## src/rtl/hold_hs_pkg.sv

```systemverilog
package hold_hs_pkg;

  typedef enum logic [2:0] {
    ST_IDLE,
    ST_REQ,
    ST_WAIT,
    ST_HOLD,
    ST_REL,
    ST_END,
    ST_GAP
  } hsState_t;

  // Strobes from the control to the datapath registers.
  typedef struct packed {
    logic pullSet;
    logic pullClr;
    logic ackSet;
    logic ackClr;
    logic gapLoad;
  } hsStrobe_t;

endpackage

```

## src/rtl/hold_hs_datapath.sv

```systemverilog
module hold_hs_datapath
  import hold_hs_pkg::*;
#(
  parameter int SYNC_STAGES = 2,
  parameter int MIN_IDLE    = 1
) (
  input  logic      clk,
  input  logic      rstN,
  input  logic      holdReq,
  input  logic      rgPinIn,
  input  hsStrobe_t strobe,
  output logic      holdSync,
  output logic      pinHigh,
  output logic      gapDone,
  output logic      rgPullLow,
  output logic      holdAck
);

  localparam int CNT_W = (MIN_IDLE > 1) ? $clog2(MIN_IDLE) : 1;

  // Falling-edge synchroniser for the asynchronous hold request
  logic [SYNC_STAGES-1:0] syncQ;

  generate
    if (SYNC_STAGES == 1) begin : g_sync_one
      always_ff @(negedge clk or negedge rstN) begin
        if (!rstN) syncQ <= '0;
        else       syncQ <= holdReq;
      end
    end else begin : g_sync_chain
      always_ff @(negedge clk or negedge rstN) begin
        if (!rstN) syncQ <= '0;
        else       syncQ <= {syncQ[SYNC_STAGES-2:0], holdReq};
      end
    end
  endgenerate

  assign holdSync = syncQ[SYNC_STAGES-1];
  assign pinHigh  = rgPinIn;

  // Pin pull-down enable
  always_ff @(posedge clk or negedge rstN) begin
    if (!rstN)                rgPullLow <= 1'b0;
    else if (strobe.pullSet)  rgPullLow <= 1'b1;
    else if (strobe.pullClr)  rgPullLow <= 1'b0;
  end

  // Hold acknowledge
  always_ff @(posedge clk or negedge rstN) begin
    if (!rstN)               holdAck <= 1'b0;
    else if (strobe.ackSet)  holdAck <= 1'b1;
    else if (strobe.ackClr)  holdAck <= 1'b0;
  end

  // Idle spacing counter
  logic [CNT_W-1:0] gapCnt;

  always_ff @(posedge clk or negedge rstN) begin
    if (!rstN)                gapCnt <= '0;
    else if (strobe.gapLoad)  gapCnt <= CNT_W'(MIN_IDLE - 1);
    else if (gapCnt != '0)    gapCnt <= gapCnt - 1'b1;
  end

  assign gapDone = (gapCnt == '0);

  // Every pull-down pulse lasts exactly one clock
  p_pull_single_clock_r2: assert property (@(posedge clk) disable iff (!rstN)
    rgPullLow |=> !rgPullLow);

  // The pin is pulled only after it was sensed free
  p_pull_needs_free_pin_r4: assert property (@(posedge clk) disable iff (!rstN)
    $rose(rgPullLow) |-> $past(rgPinIn));

  // A request pulse follows an active synchronised request
  p_request_after_sync_r1: assert property (@(posedge clk) disable iff (!rstN)
    ($rose(rgPullLow) && !holdAck) |-> $past(holdSync));

  // A release pulse follows an inactive synchronised request
  p_release_after_drop_r6: assert property (@(posedge clk) disable iff (!rstN)
    ($rose(rgPullLow) && holdAck) |-> !$past(holdSync));

  // Acknowledge rises only on a sensed grant
  p_ack_after_grant_r3: assert property (@(posedge clk) disable iff (!rstN)
    $rose(holdAck) |-> !$past(rgPinIn));

  // Acknowledge falls one clock after the release pulse ends
  p_ack_drop_after_release_r7: assert property (@(posedge clk) disable iff (!rstN)
    $fell(holdAck) |-> (!$past(rgPullLow) && $past(rgPullLow, 2)));

endmodule

```

## src/rtl/hold_hs_ctrl.sv

```systemverilog
module hold_hs_ctrl
  import hold_hs_pkg::*;
(
  input  logic      clk,
  input  logic      rstN,
  input  logic      holdSync,
  input  logic      pinHigh,
  input  logic      gapDone,
  output hsStrobe_t strobe
);

  hsState_t state, stateNext;

  always_ff @(posedge clk or negedge rstN) begin
    if (!rstN) state <= ST_IDLE;
    else       state <= stateNext;
  end

  always_comb begin
    stateNext = state;
    strobe    = '0;
    unique case (state)
      ST_IDLE: begin
        // Pin activity here is not an answer to anything: ignored
        if (holdSync && pinHigh) begin
          strobe.pullSet = 1'b1;
          stateNext      = ST_REQ;
        end
      end
      ST_REQ: begin
        strobe.pullClr = 1'b1;
        stateNext      = ST_WAIT;
      end
      ST_WAIT: begin
        if (!pinHigh) begin
          strobe.ackSet = 1'b1;
          stateNext     = ST_HOLD;
        end
      end
      ST_HOLD: begin
        // Release waits for the grant pulse to have left the pin
        if (!holdSync && pinHigh) begin
          strobe.pullSet = 1'b1;
          stateNext      = ST_REL;
        end
      end
      ST_REL: begin
        strobe.pullClr = 1'b1;
        stateNext      = ST_END;
      end
      ST_END: begin
        strobe.ackClr  = 1'b1;
        strobe.gapLoad = 1'b1;
        stateNext      = ST_GAP;
      end
      ST_GAP: begin
        if (gapDone) stateNext = ST_IDLE;
      end
      default: stateNext = ST_IDLE;
    endcase
  end

  // No request leaves the idle spacing early
  p_gap_before_idle_r8: assert property (@(posedge clk) disable iff (!rstN)
    (state == ST_GAP && !gapDone) |=> (state == ST_GAP));

endmodule

```

## src/rtl/hold_hs_top.sv

```systemverilog
module hold_hs_top
  import hold_hs_pkg::*;
#(
  parameter int SYNC_STAGES = 2,
  parameter int MIN_IDLE    = 1
) (
  input  logic clk,
  input  logic rstN,
  input  logic holdReq,
  input  logic rgPinIn,
  output logic rgPullLow,
  output logic holdAck
);

  hsStrobe_t strobe;
  logic      holdSync;
  logic      pinHigh;
  logic      gapDone;

  hold_hs_ctrl u_ctrl (
    .clk      (clk),
    .rstN     (rstN),
    .holdSync (holdSync),
    .pinHigh  (pinHigh),
    .gapDone  (gapDone),
    .strobe   (strobe)
  );

  hold_hs_datapath #(
    .SYNC_STAGES (SYNC_STAGES),
    .MIN_IDLE    (MIN_IDLE)
  ) u_dp (
    .clk       (clk),
    .rstN      (rstN),
    .holdReq   (holdReq),
    .rgPinIn   (rgPinIn),
    .strobe    (strobe),
    .holdSync  (holdSync),
    .pinHigh   (pinHigh),
    .gapDone   (gapDone),
    .rgPullLow (rgPullLow),
    .holdAck   (holdAck)
  );

endmodule

```

## config.mk

```make
export PLATFORM = sky130hd
export DESIGN_NAME = hold_hs_top
export DESIGN_NICKNAME = d
export VERILOG_FILES = /design/src/rtl/hold_hs_pkg.sv /design/src/rtl/hold_hs_datapath.sv /design/src/rtl/hold_hs_ctrl.sv /design/src/rtl/hold_hs_top.sv
export SDC_FILE = /design/constraint.sdc
export NUM_CORES = 1
export LEC_CHECK = 0
export BUFFER_PORTS_ARGS = -buffer_cell sky130_fd_sc_hd__buf_2
export CORE_AREA = 2 2 39 41
export CTS_BUF_LIST = sky130_fd_sc_hd__clkbuf_4 sky130_fd_sc_hd__clkbuf_8
export DETAILED_ROUTE_END_ITERATION = 10
export DIE_AREA = 0 0 41 43
export GPL_ROUTABILITY_DRIVEN = 0
export SETUP_SLACK_MARGIN = 0.2
export SYNTH_ARGS = -nofsm -noshare
export SYNTH_HDL_FRONTEND = slang
export SYNTH_SLANG_ARGS = --single-unit
```

## constraint.sdc

```tcl
create_clock -name clk -period 2.3 [get_ports clk]
set_input_delay 0.46 -clock clk [delete_from_list [all_inputs] [get_ports clk]]
set_output_delay 0.46 -clock clk [all_outputs]
set_load 0.005 [all_outputs]
```

# After elaboration in Yosys (flattened, before gate mapping)
# Cells that the tools add are included.
[totals] register_bits=8 word_cells=42 out_inout_bits=2 in_bits=4
[classes] n_reduce_logical=8 n_mux=18 n_eq_ne=10 add_sub_neg=1
[ops] op="$pmux W3 S7" n=1
[ops] op="$mux W3" n=4
[ops] op="$mux W1" n=11
[ops] op="$eq A3 B3 Y1 const B" n=3
[ops] op="$eq A3 B2 Y1 const B" n=2
[ops] op="$ne A2 B1 Y1 const B" n=2
[ops] op="$ne A2 B2 Y1 const B" n=2
[ops] op="$reduce_and A4 Y1" n=1
[ops] op="$reduce_bool A2 Y1" n=2
[ops] op="$eq A3 B1 Y1 const B" n=1
[ops] op="$logic_not A3 Y1" n=1
[ops] op="$logic_and A1 B1 Y1" n=2
[ops] op="$mux W2" n=1
[ops] op="$pmux W1 S2" n=1
[ops] op="$reduce_or A2 Y1" n=1
[ops] op="$logic_not A1 Y1" n=1
[ops] op="$sub A1 B1 Y1 const B" n=1

# Logic depth before layout (Yosys ltp)
# Gate-level depths: netlist of the first run.
[depth] word_depth=5 depth_mapped=3 depth_no_buf=3

# Modules after synthesis
# Synthesis of the first run repeated with hierarchy kept, for this count alone.
[hier_totals] hier_cells=37 area_unflattened_um2=380.4
[by_module_without_submodules] mod="hold_hs_ctrl" instances=1 seq_area_each_um2=75.1 area_each_um2=239.0 cells_each=26
[by_module_without_submodules] mod="hold_hs_datapath" instances=1 seq_area_each_um2=100.1 area_each_um2=141.4 cells_each=11

==> impl_summary.md, run 1 <==
Setup path
The maximum fanout encountered on the critical timing path is 4. The category of the critical setup timing path is flop to flop. The slowest stage of the critical path is the dfrtn_1 cell. The worst setup path is launched from a flop.

Data arrives at the worst endpoint at 2.27 ns. STA classifies the critical path endpoint as a flop. The critical path starts at u_dp.syncQ[1]. The signal on the critical path passes through and4bb_1, o21ai_1, o311ai_1.

The startpoint identified for the worst register-to-register timing path is u_dp.syncQ[1]. The largest stage delay on the critical path is 0.44 ns. STA puts the critical path data required time at 2.41 ns.

Die
The floorplan step defined a core boundary enclosing 1380 µm². The floorplan die width is 41 µm. The overall die height is 43 µm.

The initial utilization of the core area, before any placement, comes to 22.2%. The top-level I/O count is 6. The die area is 1760 µm². The floorplan has 14 rows.

Power and ir drop
The sequential share of power is 47.0%. The switching power of the nets is 149 µW. The clock group share of total power is 27.7%.

Net switching is 33.1% of the power. The internal portion of the total power is 300 µW. The cell area power density is 1130 nW/µm². Across the VDD grid, the largest voltage drop is 407 µV. For this design the static power due to leakage is 0.190 nW. The combinational power share is 25.3%.

Detailed routing
The vias per cell is 4.50. The detail route stage leaves a number of antenna-violating nets equal to 0. The first-pass iteration count of the detailed router is 4.

The violation count after the first detailed-route iteration is 1. Wires add up to 578 µm. The routed via count is 243. The average wire per standard cell is 10.7 µm. The total DRC errors in the routed layout is 0.

Global route
The first global-routing pass estimated 938 µm of wire. The number of global-route vias before repair came to 226. The remaining global-route overflow is 0. Entering global routing, the biggest net connects 9 pins.

The initial antenna violation count came to 0. Global routing used 8.48% of the available tracks across all layers.

Yosys
The async set-reset flop share out of synthesis is 100%. The total number of yosys warnings is 0. In the post-synthesis netlist, the biggest area contributors are dfrtp_1, dfrtn_1, nand2_1. The library cell occupying the most area in the post-synthesis netlist is dfrtp_1.

The mean post-synth cell area is 11.4 µm². Of the synthesized area, sequential elements account for 56.9%. The most common cell in the synthesized netlist is dfrtp_1. The flip-flop and latch count after synthesis is 7. The number of flops mapped to enable cells by yosys is 0. In the synthesized netlist the dominant register cell turns out to be dfrtp_1. After synthesis, the netlist uses 18 different library cells. The top cell type's share of synthesized area is 40.7%.

After technology mapping, the gate count stands at 27. The number of nets in the synthesized netlist is 31. Sorting the synthesized cells by how often they occur yields dfrtp_1, nand2_1, dfrtn_1, inv_1. The area of the mapped netlist is 308 µm².

Hold path
The worst hold-check path type is input port to asynchronous set/reset pin.

Clocking
Buffers inserted to repair hold after CTS numbered 0. The total clock buffers created by CTS is 3. The deepest clock path buffer count is 2. The clock latency on the worst-skew pair is 0.26 ns. The clock net in this run drives a total of 7 sinks. The TritonCTS clock tree is done. The cell sitting at the root of the clock tree is a clkbuf_4. The number of instances resized during post-cts repair is 0.

The clock-pin slew reported for the worst setup and hold paths after clock tree synthesis is 0.05 ns. CTS built an H-tree with a depth of 1.

STA
The final-report hold violation count is 0. Setup violations remaining at the end of the flow were counted as 0. Once routing completed, OpenROAD measured the worst setup slack at 0.146 ns. Setup repair after global routing could not meet its margin everywhere. The worst max-slew margin expressed relative to the limit is 82.1%. The final setup TNS is 0 ns. The transition time at the pin with the least slew margin is 0.269 ns.

The clock skew after layout is 0.0108 ns. The number of max-slew violations in the final report is 0.

Run status
The run finished with clean final reports.

Placement
After legalization and detailed placement, the total HPWL measured 395 µm. The count of buffers added on input and output ports is 5. The setup slack after placement is 0.140 ns.

Finish
The fraction of layout instances using a drive strength above 1 is 36.8%. The final net count is 43. Cells fill 28.8% of the core in the end. The area growth from synthesis to layout is 29.3%.

The number of antenna diodes in the final layout is 0.

Flow run
The max capacitance violation total is 0.
cells by family (layout without fill, tap and decap cells):
group	count (synthesis)	after routing	synth area share, %
buf+inv	2	13	2.44
flops	7	7	56.9
simple gates	8	8	15.9
compound gates	10	10	24.8
path summary, 6_finish.rpt:
check | end | slack (ns) | depth (start not counted)
max | u_dp.rgPullLow | 0.15 | 3
min reg2reg | u_dp.syncQ[1] | 0.29 | 0
max reg2reg | u_dp.rgPullLow | 0.15 | 3
min | u_dp.holdAck | 0.03 | 1
min in group clk | u_dp.syncQ[1] | 0.29 | 0
max in group asynchronous | u_dp.syncQ[1] | 1.06 | 1
through the flow:
stage	cells	cell area (µm²)	power [mW]	hold slack, ns
finish	54	398	0.448	0.0290
global route	54	398	0.484	0.0285
CTS	53	390	0.451	0.0283
detailed placement	48	353	0.322	0.295
global placement	48	353	0.314	0.297
floorplan	27	308	0.282	0.164
metal layers:
layer / share of wire [%] / routed length, µm / vias to the layer above / global-route usage [%]
met5: 0 / 0 / - / 0
li1: - / - / 120 / -
met1: 51 / 295 / 115 / 12.8
met3: 6.2 / 36 / 0 / 3.14
met4: 0 / 0 / 0 / 8.00
met2: 43 / 246 / 8 / 8.44
power groups by stage:
stage / Sequential [mW] / Combinational (mW) / Clock, mW
after CTS: 0.210 / 0.113 / 0.128
after global placement: 0.210 / 0.104 / 0
after global routing: 0.217 / 0.126 / 0.140
final: 0.211 / 0.113 / 0.124
after floorplan: 0.200 / 0.0815 / 0
after detailed placement: 0.212 / 0.110 / 0
cell type report:
| class | count | area (µm²) |
|---|---|---|
| Inverter | 2 | 7.51 |
| Sequential cell | 7 | 175 |
| Timing Repair Buffer | 7 | 40.0 |
| Fill cell | 146 | 986 |
| Clock buffer | 4 | 30.0 |
| Multi-Input combinational cell | 18 | 125 |
| Tap cell | 16 | 20.0 |
cells in the final DEF (no fill, tap or decap), types with 2 or more instances in the layout:
cell type  Yosys  final
inv_1          2      2
buf_4          0      2
buf_2          0      5
dfrtn_1        2      2
nand2_1        4      4
clkbuf_4       0      4
dfrtp_1        5      5
what timing repair did:
action	CTS	global route
hold endpoints to repair	0	0
setup endpoints to repair	2	3
buffers inserted	1	1
gates cloned	0	0
worst max-delay path, delay by kind of cell (launching register included):
kind / cells / cell delay, ns
AO/OA/AOI/OAI: 2 / 0.21
flip-flops: 1 / 0.44
AND/OR/NAND/NOR: 1 / 0.21
registers in the layout, summed over array words and instances, names as in the netlist:
name            count
u_dp.syncQ          2
u_dp.holdAck        1
u_ctrl.state        3
u_dp.rgPullLow      1
(Power assumes the default switching activity.)
==> run 2: changes to the inputs <==
--- a/config.mk
+++ b/config.mk
@@ -7,7 +7,6 @@
 export LEC_CHECK = 0
 export BUFFER_PORTS_ARGS = -buffer_cell sky130_fd_sc_hd__buf_2
 export CORE_AREA = 2 2 39 41
-export CTS_BUF_LIST = sky130_fd_sc_hd__clkbuf_4 sky130_fd_sc_hd__clkbuf_8
 export DETAILED_ROUTE_END_ITERATION = 10
 export DIE_AREA = 0 0 41 43
 export GPL_ROUTABILITY_DRIVEN = 0
==> run 2 against run 1 <==
Final area decreased by 0.94%. Hold slack better by 0.0040 ns. First-iteration DRC count did not move. Register-to-register slack about the same. Die area is the same. Critical endpoint unchanged. Largest power group unchanged.
==> impl_summary.md, run 2 (synthesis gave the netlist of run 1 again) <==
Run status
The flow ran to the end, and the final reports show no timing, DRC or antenna violations.

Finish
The number of flip-flops under the largest register name is 3 (unchanged). The register ranked first by flip-flop count is u_ctrl.state. The filler cell count in the final layout is 145 (-0.68%). The fraction of layout instances using a drive strength above 1 is 34.2% (-2.6 points). The final net count is 43 (unchanged). In the layout the commonest cells are buf_2, dfrtp_1, nand2_1. Relative to the synthesized area, the layout overhead comes to 28.0%. The largest registers in the layout are u_ctrl.state x3, u_dp.syncQ x2. The antenna diode count is 0 (unchanged).

Die
The overall die height is 43 µm (unchanged). The site row count is 14 (unchanged). The die area was 1760 µm² (unchanged). The starting utilization of the core area is 22.2% (unchanged).

The top-level I/O count is 6 (unchanged). The area of the placeable core was 1380 µm² (unchanged). The floorplan die width is 41 µm (unchanged).

Global route
The combined global-route utilization of all metal layers is 8.18% (-0.30 points). The number of global-route vias before repair came to 217 (-4.0%). The pin count of the biggest net entering global routing is 9 (unchanged). The initial antenna violation count was 0 (unchanged). The remaining global-route overflow is 0 (unchanged). The wire length of the first global-routing pass is 897 µm (-4.4%).

Clocking
The clock-pin slew reported for the worst setup and hold paths after clock tree synthesis is 0.05 ns (about the same). The deepest clock path buffer count came to 2 (unchanged). The clock tree root buffer cell is clkbuf_4.

The total clock buffers created by CTS is 3 (unchanged). The TritonCTS clock tree is done. The clock latency on the worst-skew pair is 0.26 ns (about the same). The number of instances resized during post-cts repair was 0 (unchanged).

The clock sink count is 7 (unchanged). The maximum level of the CTS H-tree came to 1 (unchanged).

Setup path
The kind of cell with the highest combined delay along the critical path is flip-flops. The category of the worst setup path launch point is a flop. The largest individual stage delay along the critical path comes from the cell dfrtn_1. The arrival time of the worst setup path is 2.27 ns (about the same). Walking the worst path, the cells encountered are and4bb_1, o21ai_1, o311ai_1. The largest stage delay on the critical path is 0.44 ns (about the same). The required time of the worst setup path is 2.41 ns (about the same). The category of the critical setup timing path is flop to flop.

The endpoint class of the critical path is a flop. The number of gates on the worst path with buffers counted came to 3 (unchanged). The buffering stage count on the worst path with inverters included was 0 (unchanged).

The maximum fanout encountered on the critical timing path was 4 (unchanged). The worst reg2reg path depth is 3 (unchanged).

Detailed routing
The total DRC errors in the routed layout came to 0 (unchanged). The average wire per standard cell came to 10.5 µm (-1.7%). The sum of routed wire length over all layers is 568 µm (-1.7%). The first-pass iteration count of the detailed router came to 4 (unchanged). The vias per cell is 4.43 (-1.6%). The violation count after the first detailed-route iteration is 1 (unchanged). The routed via count is 239 (-1.6%). The number of nets with antenna violations after routing came to 0 (unchanged).

Power and ir drop
The cell area power density came to 1100 nW/µm² (-2.3%). The highest ir drop seen on vdd is 406 µV (-0.26%). The leakage power is 0.187 nW (-1.8%).

STA
The total setup violations reported at the end of the flow is 0 (unchanged). The clock skew after layout is 0.0109 ns (+0.0000947 ns). The transition time at the pin with the least slew margin is 0.268 ns (-0.000636 ns).

Setup repair after global routing could not meet its margin everywhere. The final-report hold violation count is 0 (unchanged). The number of max-slew violations in the final report was 0 (unchanged). The final setup TNS is 0 ns (unchanged). The final hold slack is 0.0330 ns (+0.00396 ns). The worst max-slew margin expressed relative to the limit was 82.1% (about the same).

Placement
The estimated wirelength of the detail-placed design is 395 µm (unchanged). The total of buffers placed on input and output ports is 5 (unchanged).

Hold path
The worst hold-check path type is input port to asynchronous set/reset pin.

Flow run
The max capacitance violation total came to 0 (unchanged).
run 2: changes by cell type in the layout (fill, tap and decap cells not counted):
cell,previous run,this run
clkbuf_1,0,1
clkbuf_4,4,3
run 2: metal layers:
metal / GRT usage (%) / routed length [µm]
met1: 12.5 / 290
met4: 8.00 / 0
met3: 3.14 / 36
met5: 0 / 0
met2: 7.81 / 241
run 2: path summary, 6_finish.rpt:
check	start	endpoint	slack, ns
hold / removal	rstN	u_ctrl.state[0]	0.03
min in group clk	u_dp.syncQ[0]	u_dp.syncQ[1]	0.29
setup / recovery	u_dp.syncQ[1]	u_dp.rgPullLow	0.15
max in group asynchronous	rstN	u_dp.syncQ[1]	1.05
setup reg to reg	u_dp.syncQ[1]	u_dp.rgPullLow	0.15
hold reg to reg	u_dp.syncQ[0]	u_dp.syncQ[1]	0.29
run 2: timing repair:
item | CTS | global route
endpoints found under the setup margin | 2 | 3
pin swaps | 0 | 0
hold buffers | 0 | 0
setup buffers | 1 | 1
run 2: final cells by class:
class | instances | area (µm²) | area share [%]
flip-flops and latches | 7 | 175 | 44.4
clock buffers | 4 | 26.3 | 6.67
multi-input cells | 18 | 125 | 31.7
repair buffers | 7 | 40.0 | 10.2
well taps | 16 | 20.0 | 5.08
inverters | 2 | 7.51 | 1.90
run 2: metrics by stage:
| stage | util (%) | cells | setup WS [ns] | area [µm²] | total power [mW] |
|---|---|---|---|---|---|
| global placement | 25.5 | 48 | 0.150 | 353 | 0.314 |
| floorplan | - | 27 | 0.200 | 308 | 0.282 |
| CTS | 27.9 | 53 | 0.153 | 387 | 0.439 |
| detailed placement | 25.5 | 48 | 0.140 | 353 | 0.322 |
| finish | 28.5 | 54 | 0.145 | 394 | 0.434 |
| global route | 28.5 | 54 | 0.0932 | 394 | 0.471 |
run 2: power by group:
group          internal [mW]  leakage [nW]  switching [mW]
registers              0.160        0.0805          0.0506
clock network         0.0661        0.0150          0.0444
logic                 0.0619        0.0912          0.0508
total                  0.288         0.187           0.146
run 2: worst register-to-register path: cells and delay by family, from the launching register on:
family,cells,cell delay (ns)
compound gates,2,0.21
flops,1,0.44
simple gates,1,0.21
==> run 3: changes to the inputs <==
--- a/config.mk
+++ b/config.mk
@@ -6,11 +6,13 @@
 export NUM_CORES = 1
 export LEC_CHECK = 0
 export BUFFER_PORTS_ARGS = -buffer_cell sky130_fd_sc_hd__buf_2
-export CORE_AREA = 2 2 39 41
+export CORE_MARGIN = 2
+export CORE_UTILIZATION = 25
 export DETAILED_ROUTE_END_ITERATION = 10
-export DIE_AREA = 0 0 41 43
 export GPL_ROUTABILITY_DRIVEN = 0
+export RECOVER_POWER = 50
 export SETUP_SLACK_MARGIN = 0.2
 export SYNTH_ARGS = -nofsm -noshare
 export SYNTH_HDL_FRONTEND = slang
+export SYNTH_HIERARCHICAL = 1
 export SYNTH_SLANG_ARGS = --single-unit
==> run 3 against run 2 <==
Final area up 5.7%. Die area up 4.9%. Area after synthesis up 24%. Core utilization down 0.16 points. Sequential cell count unchanged. Critical path depth unchanged. Highest routed layer unchanged.
==> impl_summary.md, run 3 <==
Setup path
The startpoint of the worst-slack reg-to-reg timing path is u_dp/syncQ[1]. The slack of the worst reg-to-reg path is 0.09 ns (-0.06 ns). The endpoint class of the critical path is a flop. STA classifies the critical path startpoint as a flop. The required time of the worst setup path is 2.49 ns (+0.08 ns).

The endpoint of the worst register-to-register path is u_dp/rgPullLow. The category of the critical setup timing path is flop to flop. The maximum fanout encountered on the critical timing path is 3 (-1). The arrival time of the worst setup path was 2.40 ns (+0.13 ns). The worst reg2reg path depth is 3 (unchanged).

Die
The die area was 1850 µm² (+4.9%). The floorplan die width was 43.0 µm (+4.9%). The overall die height is 43.0 µm (about the same).

The top-level I/O count is 6 (unchanged). The site row count came to 14 (unchanged). The starting utilization of the core area is 25.9% (+3.6 points). The area of the placeable core is 1470 µm² (+6.3%).

Detailed routing
The vias per cell came to 4.41 (-0.27%). The number of nets with antenna violations after routing was 0 (unchanged). The routed via count is 256 (+7.1%). The total DRC errors in the routed layout is 0 (unchanged).

The first-pass iteration count of the detailed router is 4 (unchanged). The average wire per standard cell is 9.66 µm (-8.2%). The sum of routed wire length over all layers is 560 µm (-1.4%). The violation count after the first detailed-route iteration was 4 (+3).

Clocking
The maximum level of the CTS H-tree came to 1 (unchanged). The clock latency on the worst-skew pair is 0.26 ns (about the same). The number of buffers inserted for hold repair after clock tree synthesis is 0 (unchanged). The total clock buffers created by CTS is 3 (unchanged). The number of instances resized during post-cts repair is 0 (unchanged). The clock-pin slew reported for the worst setup and hold paths after clock tree synthesis is 0.06 ns (about the same). The clock sink count is 7 (unchanged).

The deepest clock path buffer count is 2 (unchanged). Clock tree synthesis selected as its root buffer the cell clkbuf_4. TritonCTS built the clock tree.

Yosys
The number of flops mapped to enable cells by yosys came to 0 (unchanged). By area, the combinational part of the netlist is dominated by simple AND/OR/NAND/NOR gates. The synthesized-area fraction occupied by ao, oa, aoi and oai cells is 18.1% (-6.7 points). The total nets after synthesis is 41 (+32%). In the post-synthesis netlist, the cell with the most instances is dfrtp_1. Ranked by total cell area, the synthesized netlist is headed by dfrtp_1, dfrtn_1, buf_4. The number of distinct library cells after synthesis was 24 (+6).

The area of the mapped netlist is 380 µm² (+24%). The post-synthesis instance total is 37 (+37%). The flip-flop and latch count after synthesis came to 7 (unchanged).

The simple-gate share of the synthesized area is 19.7% (+3.9 points). The mean post-synth cell area is 10.3 µm² (-9.8%). The async set-reset flop share out of synthesis is 100% (unchanged). The largest total area in the synthesized netlist belongs to dfrtp_1.

The parity-gate share of the synthesized area counting xor and xnor cells is 2.30% (+2.3 points). The sequential area share after synthesis is 46.1% (-11 points). In the synthesized netlist the dominant register cell turns out to be dfrtp_1.

By count the netlist is led by dfrtp_1, buf_4, nor2_1. The total number of yosys warnings is 6 (+6). The top cell type's share of synthesized area came to 32.9% (-7.8 points). The adder and majority gate portion of the synthesized area is 0% (unchanged). The mux contribution to synthesized area is 0% (unchanged).

Placement
The estimated wirelength of the detail-placed design is 396 µm (+0.10%). The total of buffers placed on input and output ports is 5 (unchanged). The setup slack after placement is 0.0749 ns (-0.0653 ns).

Finish
In the final layout, the registers with the most flip-flops are u_ctrl/state x3, u_dp/syncQ x2. The final core area utilization is 28.3% (-0.16 points). The number of flip-flops under the largest register name was 3 (unchanged).

The fraction of layout instances using a drive strength above 1 is 26.2% (-8.0 points). The top cell types in the final layout, fill and taps aside, are dfrtp_1, buf_2, clkbuf_4, nor2_1. The commonest non-fill, non-tap cell in the layout is dfrtp_1. u_ctrl/state holds more flip-flops than any other register.

The antenna diode count is 0 (unchanged). The area growth from synthesis to layout is 9.54%. The final net count is 47 (+9.3%).

Global route
The wire length of the first global-routing pass is 1000 µm (+11%). The remaining global-route overflow came to 0 (unchanged). The pin count of the biggest net entering global routing came to 12 (+3). The initial antenna violation count is 0 (unchanged). The combined global-route utilization of all metal layers is 7.12% (-1.1 points). The number of global-route vias before repair came to 227 (+4.6%).

Hold path
The worst hold-check path type is input port to asynchronous set/reset pin.

STA
The number of max-slew violations in the final report is 0 (unchanged). Setup repair after global routing could not meet its margin everywhere. The final setup TNS was 0 ns (unchanged). The clock skew after layout is 0.0113 ns (+0.000366 ns). The final-report hold violation count is 0 (unchanged). The final worst-path setup slack is 0.0901 ns (-0.0553 ns). The final hold slack is 0.100 ns (+0.0674 ns). The total setup violations reported at the end of the flow is 0 (unchanged).

Power and ir drop
The highest ir drop seen on vdd came to 491 µV (+21%). The cell area power density came to 1200 nW/µm² (+9.4%). The power consumption is 501 µW (+16%). The leakage power was 0.176 nW (-5.8%).

Run status
The run finished with clean final reports.

Flow run
The max capacitance violation total is 0 (unchanged).
## run 3: cell count changes after synthesis, moves of 2 or more
cell      change
buf_4         +4
nand3b_1      +2
nor2_1        +3
nand2_1       -3
## run 3: critical path, stage by stage, from the launching register on
cell,delay [ns]
dfrtn_1,0.41
or3b_4,0.38
a21oi_2,0.11
a21o_1,0.08
## run 3: cell families after synthesis
family,Yosys count
buffers and inverters,7
AND/OR/NAND/NOR,12
other,1
flip-flops,7
XOR/XNOR,1
AO/OA/AOI/OAI,9
## run 3: worst max path at each step
stage	from	end	slack, ns
global placement	u_dp/syncQ[1]	u_dp/rgPullLow	0.08
CTS	u_dp/syncQ[1]	u_dp/rgPullLow	0.09
finish	u_dp/syncQ[1]	u_dp/rgPullLow	0.09
detailed placement	u_dp/syncQ[1]	u_dp/rgPullLow	0.07
global route	u_dp/syncQ[1]	u_dp/rgPullLow	0.07
floorplan	u_dp/syncQ[1]	u_dp/rgPullLow	0.11
## run 3: layer usage
metal / vias to the layer above / global-route usage (%) / wire length (µm)
li1: 129 / - / -
met1: 122 / 10.1 / 272
met2: 5 / 10.3 / 265
met3: 0 / 2.55 / 22
met4: 0 / 1.82 / 0
met5: - / 0 / 0
## run 3: layout make-up
| cell class | instances | area (µm²) |
|---|---|---|
| Clock buffer | 4 | 26.3 |
| Inverter | 2 | 7.51 |
| Fill cell | 165 | 1050 |
| Tap cell | 16 | 20.0 |
| Multi-Input combinational cell | 23 | 156 |
| Timing Repair Buffer | 6 | 31.3 |
| Sequential cell | 7 | 175 |
## run 3: what timing repair did
action | 4_1_cts | 5_1_grt
cloned | 0 | 0
buffers inserted | 1 | 0
endpoints found under the setup margin | 2 | 3
pin swaps | 0 | 1
## run 3: power breakdown
part	internal, mW	switching [mW]
clock	0.0663	0.0470
sequential	0.167	0.0651
combinational	0.0962	0.0601
## run 3: metrics by stage
step	cell area (µm²)	std cells
2_1_floorplan	380	37
3_3_place_gp	384	53
3_5_place_dp	384	53
4_1_cts	418	58
5_1_grt	417	58
6_report	417	58
